==> config.mk <==
export PLATFORM = sky130hd
export DESIGN_NAME = scan_host_regs
export DESIGN_NICKNAME = d
export VERILOG_FILES = /design/src/rtl/hreg_pkg.sv /design/src/rtl/hreg_wsync.sv /design/src/rtl/hreg_bank.sv /design/src/rtl/scan_host_regs.sv
export SDC_FILE = /design/constraint.sdc
export NUM_CORES = 1
export LEC_CHECK = 0
export BUFFER_PORTS_ARGS = -buffer_cell sky130_fd_sc_hd__buf_2
export CORE_MARGIN = 3
export CORE_UTILIZATION = 30
export CTS_BUF_LIST = sky130_fd_sc_hd__clkbuf_4 sky130_fd_sc_hd__clkbuf_8
export DETAILED_ROUTE_END_ITERATION = 10
export PLACE_DENSITY = 0.59
export SLEW_MARGIN = 20
export SYNTH_ARGS = -nofsm -noshare
export SYNTH_HDL_FRONTEND = slang
export SYNTH_HIERARCHICAL = 1
export SYNTH_SLANG_ARGS = --single-unit
==> constraint.sdc <==
create_clock -name clk -period 3.7 [get_ports clk]
set_clock_uncertainty 0.15 [all_clocks]
set_input_delay 0.185 -clock clk [delete_from_list [all_inputs] [get_ports clk]]
set_output_delay 0.185 -clock clk [all_outputs]
set_load 0.01 [all_outputs]
==> src/rtl/hreg_pkg.sv <==
package hreg_pkg;
    localparam logic [3:0] IX_MODE  = 4'h2;
    localparam logic [3:0] IX_BP_LO = 4'h8;
    localparam logic [3:0] IX_BP_HI = 4'h9;
    localparam logic [3:0] IX_AE_LO = 4'hA;
    localparam logic [3:0] IX_AE_HI = 4'hB;

    localparam int DEF_BP_CENTER = 45;
    localparam int DEF_AE_CENTER = 530;
    localparam int DEF_BP_LOW    = 35;
    localparam int DEF_AE_LOW    = 514;

    typedef enum logic [1:0] {
        HOST_IDX  = 2'd0,
        HOST_DATA = 2'd1,
        HOST_NONE = 2'd2
    } host_sel_e;
endpackage

==> src/rtl/hreg_wsync.sv <==
module hreg_wsync #(
    parameter int ADDR_W = 4,
    parameter int DATA_W = 8,
    parameter int SYNC_N = 2
) (
    input  logic              clk,
    input  logic              rst,
    input  logic              wr_n,
    input  logic              cs_n,
    input  logic [ADDR_W-1:0] addr,
    input  logic [DATA_W-1:0] din,
    output logic              commit,
    output logic              cap_cs_n,
    output logic [ADDR_W-1:0] cap_addr,
    output logic [DATA_W-1:0] cap_data
);
    typedef struct packed {
        logic [SYNC_N-1:0] sync;
        logic              last;
        logic              cs_n;
        logic [ADDR_W-1:0] addr;
        logic [DATA_W-1:0] data;
    } ws_t;

    ws_t q, d;
    logic strobe_s;

    assign strobe_s = q.sync[SYNC_N-1];

    always_comb begin
        d      = q;
        d.sync = {q.sync[SYNC_N-2:0], wr_n};
        d.last = strobe_s;
        if (!strobe_s) begin
            d.cs_n = cs_n;
            d.addr = addr;
            d.data = din;
        end
    end

    always_ff @(posedge clk) begin
        if (rst) begin
            q <= '{sync: '1, last: 1'b1, cs_n: 1'b1, addr: '0, data: '0};
        end else begin
            q <= d;
        end
    end

    assign commit   = strobe_s && !q.last;
    assign cap_cs_n = q.cs_n;
    assign cap_addr = q.addr;
    assign cap_data = q.data;

    AST_COMMIT_PULSE: assert property (@(posedge clk) disable iff (rst)
        commit |=> !commit);
endmodule

==> src/rtl/hreg_bank.sv <==
module hreg_bank
    import hreg_pkg::*;
#(
    parameter int ADDR_W = 4,
    parameter int DATA_W = 8,
    parameter int POS_W  = 10
) (
    input  logic              clk,
    input  logic              rst,
    input  logic              center_strap,
    input  logic              addr_direct,
    input  logic              commit,
    input  logic              w_cs_n,
    input  logic [ADDR_W-1:0] w_addr,
    input  logic [DATA_W-1:0] w_data,
    input  logic [ADDR_W-1:0] rd_addr,
    output logic [DATA_W-1:0] rd_data,
    output logic [1:0]        mode_bits,
    output logic [POS_W-1:0]  vbp,
    output logic [POS_W-1:0]  vae
);
    localparam int HI_W = POS_W - DATA_W;

    typedef struct packed {
        logic [ADDR_W-1:0] idx;
        logic [1:0]        mode;
        logic [POS_W-1:0]  bp;
        logic [POS_W-1:0]  ae;
    } bank_t;

    bank_t q, d;
    logic  wen_reg, wen_idx;
    logic [ADDR_W-1:0] tgt;

    function automatic host_sel_e host_sel(input logic [ADDR_W-1:0] a);
        if (a == ADDR_W'(0))      return HOST_IDX;
        else if (a == ADDR_W'(1)) return HOST_DATA;
        else                      return HOST_NONE;
    endfunction

    function automatic logic [DATA_W-1:0] reg_read(input bank_t s, input logic [ADDR_W-1:0] ix);
        logic [DATA_W-1:0] r;
        r = '0;
        case (4'(ix))
            IX_MODE:  r = DATA_W'(s.mode);
            IX_BP_LO: r = s.bp[DATA_W-1:0];
            IX_BP_HI: r = DATA_W'(s.bp[POS_W-1:DATA_W]);
            IX_AE_LO: r = s.ae[DATA_W-1:0];
            IX_AE_HI: r = DATA_W'(s.ae[POS_W-1:DATA_W]);
            default:  r = '0;
        endcase
        return r;
    endfunction

    always_comb begin
        d       = q;
        tgt     = addr_direct ? w_addr : q.idx;
        wen_idx = commit && !w_cs_n && !addr_direct && (host_sel(w_addr) == HOST_IDX);
        wen_reg = commit && !w_cs_n && (addr_direct || (host_sel(w_addr) == HOST_DATA));
        if (wen_idx) begin
            d.idx = w_data[ADDR_W-1:0];
        end
        if (wen_reg) begin
            case (4'(tgt))
                IX_MODE:  d.mode = w_data[1:0];
                IX_BP_LO: d.bp[DATA_W-1:0] = w_data;
                IX_BP_HI: d.bp[POS_W-1:DATA_W] = w_data[HI_W-1:0];
                IX_AE_LO: d.ae[DATA_W-1:0] = w_data;
                IX_AE_HI: d.ae[POS_W-1:DATA_W] = w_data[HI_W-1:0];
                default: ;
            endcase
        end
    end

    always_ff @(posedge clk) begin
        if (rst) begin
            q.idx  <= '0;
            q.mode <= '0;
            q.bp   <= center_strap ? POS_W'(DEF_BP_CENTER) : POS_W'(DEF_BP_LOW);
            q.ae   <= center_strap ? POS_W'(DEF_AE_CENTER) : POS_W'(DEF_AE_LOW);
        end else begin
            q <= d;
        end
    end

    always_comb begin
        if (addr_direct) begin
            rd_data = reg_read(q, rd_addr);
        end else begin
            case (host_sel(rd_addr))
                HOST_IDX:  rd_data = DATA_W'(q.idx);
                HOST_DATA: rd_data = reg_read(q, q.idx);
                default:   rd_data = '0;
            endcase
        end
    end

    assign mode_bits = q.mode;
    assign vbp       = q.bp;
    assign vae       = q.ae;

    AST_REG_HOLD: assert property (@(posedge clk) disable iff (rst)
        !commit |=> $stable(q));
    AST_CS_GATES_WRITE: assert property (@(posedge clk) disable iff (rst)
        (commit && w_cs_n) |=> $stable(q));
    AST_RESET_DEFAULT: assert property (@(posedge clk)
        rst |=> (vbp == ($past(center_strap) ? POS_W'(DEF_BP_CENTER) : POS_W'(DEF_BP_LOW))
                 && vae == ($past(center_strap) ? POS_W'(DEF_AE_CENTER) : POS_W'(DEF_AE_LOW))));
endmodule

==> src/rtl/scan_host_regs.sv <==
module scan_host_regs #(
    parameter int ADDR_W = 4,
    parameter int DATA_W = 8,
    parameter int POS_W  = 10,
    parameter int SYNC_N = 2
) (
    input  logic              clk,
    input  logic              rst,
    input  logic              cs_n,
    input  logic              rd_n,
    input  logic              wr_n,
    input  logic              addr_direct,
    input  logic [ADDR_W-1:0] addr,
    input  logic [DATA_W-1:0] bus_in,
    output logic [DATA_W-1:0] bus_out,
    output logic              bus_oe,
    input  logic              pin_prio,
    input  logic              vfil_pin,
    input  logic              hfil_pin,
    input  logic              center_strap,
    output logic              vfil_en,
    output logic              hfil_en,
    output logic [POS_W-1:0]  vbp_line,
    output logic [POS_W-1:0]  vact_end
);
    logic              wr_commit, wr_cs_n;
    logic [ADDR_W-1:0] wr_addr;
    logic [DATA_W-1:0] wr_data;
    logic [DATA_W-1:0] rd_data;
    logic [1:0]        mode_bits;

    hreg_wsync #(.ADDR_W(ADDR_W), .DATA_W(DATA_W), .SYNC_N(SYNC_N)) u_wsync (
        .clk(clk), .rst(rst), .wr_n(wr_n), .cs_n(cs_n), .addr(addr), .din(bus_in),
        .commit(wr_commit), .cap_cs_n(wr_cs_n), .cap_addr(wr_addr), .cap_data(wr_data)
    );

    hreg_bank #(.ADDR_W(ADDR_W), .DATA_W(DATA_W), .POS_W(POS_W)) u_bank (
        .clk(clk), .rst(rst), .center_strap(center_strap), .addr_direct(addr_direct),
        .commit(wr_commit), .w_cs_n(wr_cs_n), .w_addr(wr_addr), .w_data(wr_data),
        .rd_addr(addr), .rd_data(rd_data), .mode_bits(mode_bits),
        .vbp(vbp_line), .vae(vact_end)
    );

    always_comb begin
        bus_oe  = !cs_n && !rd_n;
        bus_out = bus_oe ? rd_data : '0;
        vfil_en = pin_prio ? vfil_pin : mode_bits[0];
        hfil_en = pin_prio ? hfil_pin : mode_bits[1];
    end

    AST_PIN_IGNORED: assert property (@(posedge clk) disable iff (rst)
        (!pin_prio && !wr_commit) |=> (pin_prio || $stable({vfil_en, hfil_en})));
endmodule

==> metrics, run 1 <==
status completed; Final GP Congestion ~0.8; CP max FO 9; commonest non-fill, non-tap cells in the layout buf_2, mux2i_1, dfxtp_1; Final Critical Period 2280 ps; count of final max-slew check failures 0; drt pass-1 iters 4; register area share after synthesis 41.75%; Synth Cell Area 0.002494 sq mm; Power Density 381.5 mW/mm^2; commonest non-fill, non-tap cell in the layout buf_2; die area 0.009442 sq mm; vias 1625; RSZ-0062 raised after global routing no; syn avg cell area 10.94 sq um; synthesis-to-finish area growth 8.931%; n_diodes 0; reg-to-reg endpoint u_bank/vae[4]; reg2reg setup slack 1750 ps; Placed Cells 336; RR Startpoint u_wsync/d[13]; Post-synth EDFFs 20; pre-CTS WS 1635 ps; detailed-route DRC error count 0; Ys Warns 6; first-pass GRT wire length 8.217 mm; Peak VDD IR 0.0001675 V; post-DP HPWL ~3.8 mm; Tightest Pin Transition about 690 ps; Reg clk slew, reported paths 80 ps; Setup Buffers After CTS 0; CP cell instances and4bb_2 > nand3_1 > o21ai_1 > a22o_1 > nor3b_2 > buf_2; Port-buffer cells 52; Core Region 0.007888 sq mm; CP startpoint u_bank/q[25]; Initial Util 31.61%; clock latency at the later pin of the worst-skew pair 290 ps; hold crit path type input pin to register; Yosys cell types 47; TritonCTS clock tree yes; Setup TNS Final 0 ps; Worst EP required roughly 3400 ps; CTS resizes 0; total global-route track usage 10.51%; Syn Nets between 200 and 300; H-tree depth reported by CTS 2; Critical Path End Type output port; drt total wl between 4 and 5 mm; worst path arrival time 1940 ps; depth of the worst register-to-register path 5; number of buffers created by CTS 5; flops & latches, synth 42; Max-cap violations 0; clock sink count between 40 and 50; non-filler cells in the finished layout 353; Critical Path Sink bus_out[5]; Die W around 97 microns; DR iter-0 viols around 100; initial antenna violation count 0; share of cells above drive strength 1 35.06%; synthesized instance count 228; Tcrit/Tclk final approximately three fifths; CP Launch Type register; vias per cell 4.603; Layout Nets 272; FFs w/ async S/R, synth 0%; Max Fclk 438.6 MHz; Slew HR between 50 and 60%; number of routed nets with antenna violations 0; CP max stage cell dfxtp_1; largest net degree at the start of global routing 42; Remaining Overflow, GRT 0; vias in the first global route 1632; Root Driver clkbuf_8; Final WS setup 1420 ps; Wirelength per Cell 14.08 microns; critical path's largest stage delay 540 ps; final hold violation count 0; Setup CP Type register to output port; Rows 32; P_leak 1.167 nW; Top FF cell, synth dfxtp_1; Clock Tree Buf Depth 2; I/O pin count 53; Final setup viols 0; die height 97.17 microns
==> report_power, final <==
group	switching, mW	internal, mW	total (mW)
logic	0.0554	0.0485	0.104
registers	0.0124	0.506	0.518
clock network	0.147	0.267	0.414
total	0.215	0.821	1.04
==> how the worst min path moves through the flow <==
stage | startpoint | to | slack (ps) | cells after the start
after floorplan | rst | u_wsync/cap_addr[1] | 110 | 1
after global placement | wr_n | u_wsync/d[15] | 240 | 2
after detailed placement | wr_n | u_wsync/d[15] | 240 | 2
after CTS | addr[2] | u_wsync/cap_addr[2] | 60 | 3
after global routing | center_strap | u_bank/vbp[2] | 100 | 2
final | addr[2] | u_wsync/cap_addr[2] | 70 | 3
==> per-layer routing <==
| layer | wire (microns) | share of wire [%] | GRT usage (%) |
|---|---|---|---|
| met4 | 60 | 1.2 | 3.240 |
| met1 | 2471 | 50 | 13.93 |
| met5 | 0 | 0 | 0 |
| met2 | 2271 | 46 | 17.25 |
| met3 | 168 | 3.4 | 2.082 |
==> repair_timing <==
item / CTS / global route
endpoints found under the setup margin: 0 / 0
hold buffers: 9 / 0
endpoints found under the hold margin: 9 / 0
==> state kept, by name (all words and copies together) (netlist names) <==
signal	cells
u_bank/mode_bits	2
u_bank/q	4
u_bank/vae	10
u_bank/vbp	10
u_wsync/cap_addr	4
u_wsync/cap_cs_n	1
u_wsync/cap_data	8
u_wsync/d	2
u_wsync/q	1
==> synth_stat cells, types with 3 or more instances <==
| cell | instances | area [sq um] |
|---|---|---|
| o21ai_1 | 3 | 15.01 |
| edfxtp_1 | 20 | 600.6 |
| or2_2 | 5 | 31.28 |
| o22ai_1 | 3 | 18.77 |
| dfxtp_1 | 22 | 440.4 |
| mux2_2 | 7 | 78.83 |
| nand2_1 | 4 | 15.01 |
| nor3b_2 | 8 | 100.1 |
| buf_4 | 35 | 262.8 |
| mux2i_1 | 27 | 270.3 |
| a22o_1 | 4 | 35.03 |
| inv_1 | 4 | 15.01 |
| nor2_1 | 21 | 78.83 |
| a21o_1 | 4 | 30.03 |
| o21ai_0 | 3 | 15.01 |
| clkbuf_8 | 3 | 41.29 |
| buf_6 | 3 | 33.78 |
| nor2b_1 | 13 | 81.33 |
==> worst max-delay path, delay by kind of cell (launching register included) <==
| kind | cells | cell delay [ps] |
|---|---|---|
| and+or+nand+nor | 3 | 570 |
| DFF | 1 | 540 |
| AOI/OAI and AO/OA | 2 | 400 |
| buffers and inverters | 1 | 150 |
==> stage by stage <==
stage / hold WS, ps / power, mW / utilization (%) / area [sq um]
final: 67.22 / 1.036 / 34.44 / 2716
after global routing: 102.7 / 1.076 / 34.44 / 2716
after CTS: 63.11 / 1.048 / 34.44 / 2716
after detailed placement: 237.6 / 0.6268 / 31.61 / 2494
after global placement: 236.8 / 0.6263 / 31.61 / 2494
after floorplan: 107.4 / 0.6124 / - / 2494
==> kinds of logic after synthesis <==
group                  after synthesis  share of synthesized area, %
AND/OR/NAND/NOR                     67                         17.26
multiplexers                        34                         14.00
AO/OA/AOI/OAI                       34                         10.54
buffers and inverters               51                         16.46
flip-flops                          42                         41.75
==> area by class of cell <==
cell class / instances / area (sq um)
multi-input combinational: 135 / 1042
sequential: 42 / 1041
tap: 102 / 127.6
clock inverter: 3 / 63.81
timing repair buffer: 62 / 357.8
fill: 781 / 5171
clock buffer: 5 / 68.82
inverter: 4 / 15.01
No activity file was read; power rests on OpenSTA's default activity.
==> inputs of run 2 (changes only) <==
==> constraint.sdc (replaced) <==
create_clock -name clk -period 2.2 [get_ports clk]
set_clock_uncertainty 0.15 [all_clocks]
set_input_delay 0.11 -clock clk [delete_from_list [all_inputs] [get_ports clk]]
set_output_delay 0.11 -clock clk [all_outputs]
set_load 0.01 [all_outputs]
==> run 2 against run 1 <==
Net effect:
- flip-flop and latch count unchanged
- cell area grew 1.7%
- die area stayed put
- largest power group unchanged
- register-to-register slack got worse by 1500 ps
- sequential share of layout area is 0.53 points lower
- highest routed layer unchanged
- critical path type unchanged
- sequential power increased by 68%
- final cell count grew 2.0%
- total power grew 57%
==> metrics, run 2 (synthesized netlist as in run 1, its figures left out) <==
critical path's largest stage delay 330 ps; hold crit path type input pin to register; count of final max-slew check failures 0; Rows 32; placed cell area 0.002539 sq mm; initial antenna violation count 0; Worst EP required 1940 ps; P_leak between 1 and 1.5 nW; RSZ-0062 raised after global routing no; drt total wl 5.189 mm; Core Region 0.007888 sq mm; Top delay family on crit path simple AND/OR/NAND/NOR gates; Final Critical Period just over 2000 ps; I/O pin count 53; Slew HR 68.71%; CP max FO 4; Reg clk slew, reported paths approximately 70 ps; Power Density 590.9 mW/mm^2; CP cell instances buf_4 > and4bb_2 > nand2_1 > o22ai_4 > a22o_1 > nor3b_2 > buf_2; Port-buffer cells 52; TritonCTS clock tree yes; Root Driver clkbuf_8; Initial Util 31.61%; clock sink count 42; Final GP Congestion 0.7874; commonest non-fill, non-tap cells in the layout buf_2, mux2i_1, nor2_1; Final setup viols 0; post-DP HPWL between 3 and 4 mm; CP Launch Type register; Layout Nets approximately 280; CP max stage cell and4bb_2; final hold violation count 0; largest net degree at the start of global routing 29; H-tree depth reported by CTS 2; status completed; Tcrit/Tclk final 94.31%; Setup TNS Final 0 ps; Fin Hold WS between 20 and 25 ps; detailed-route DRC error count 0; number of routed nets with antenna violations 0; Max-cap violations 0; vias 1718; Remaining Overflow, GRT 0; DR iter-0 viols 136; vias per cell between 4 and 5; Setup Buffers After CTS 0; final core utilization 35.01%; clock latency at the later pin of the worst-skew pair 280 ps; number of buffers created by CTS 5; worst path arrival time approximately 1800 ps; Tightest Pin Transition 469.3 ps; first-pass GRT wire length 8.487 mm; Setup CP Type register to output port; Die W 97.17 microns; total global-route track usage 11.12%; Critical Path End Type output port; Design Area, Final 0.002761 sq mm; commonest non-fill, non-tap cell in the layout buf_2; Clock Tree Buf Depth 2; Max Fclk 482.0 MHz; drt pass-1 iters 4; Wirelength per Cell 14.41 microns; n_diodes 0; die height between 90 and 100 microns; Peak VDD IR between 0.0002 and 0.0003 V; Buf+Inv Stages, Crit Path 2; synthesis-to-finish area growth 10.74%; Power, Total 1.632 mW; die area around 0.0094 sq mm; share of cells above drive strength 1 37.98%; vias in the first global route 1683
## run 2: repair_timing
action                     4_1_cts  5_1_grt
hold endpoints to repair        10        0
resized for setup                0        4
setup endpoints to repair        0        4
hold buffers                    10        0
## run 2: metrics by stage
stage / setup slack (ps) / std cells
after CTS: 0.7498 / 360
after floorplan: 147.8 / 228
after detailed placement: 257.1 / 342
after global placement: 281.1 / 342
after global routing: 7.587 / 360
final: 125.2 / 360
## run 2: area by class of cell
type                    count  area, sq um
fillers                   798         5126
multi-input cells         135         1054
flip-flops and latches     42         1044
repair buffers             69        412.9
well taps                 102        127.6
clock buffers               5        68.82
clock inverters             3        40.04
inverters                   4        15.01
## run 2: path summary, 6_finish.rpt
check | start | endpoint | slack, ps | depth (start not counted)
hold / removal | addr[2] | u_wsync/cap_addr[2] | 20 | 3
hold reg to reg | u_wsync/d[15] | u_wsync/d[13] | 290 | 1
setup / recovery | u_bank/q[24] | bus_out[6] | 130 | 7
setup reg to reg | u_wsync/cap_addr[1] | u_bank/vae[0] | 280 | 4
## run 2: tightest hold or removal path: stages
cell,delay [ps]
buf_2,160
mux2i_1,90
nor2_1,70
## run 2: report_power, final
part	leakage [nW]	switching (mW)	total, mW	internal, mW
Sequential	0.383	0.0216	0.872	0.851
Clock	0.0541	0.245	0.578	0.333
Combinational	0.756	0.0961	0.181	0.0853
## run 2: per-layer routing
metal  up-vias  part of all wire [%]  track usage (%)
met5         -                     0                0
met4         0                  0.77            3.888
met3         4                   4.7            2.369
met2        47                    49            18.37
met1       828                    46            14.36
li1        839                     -                -
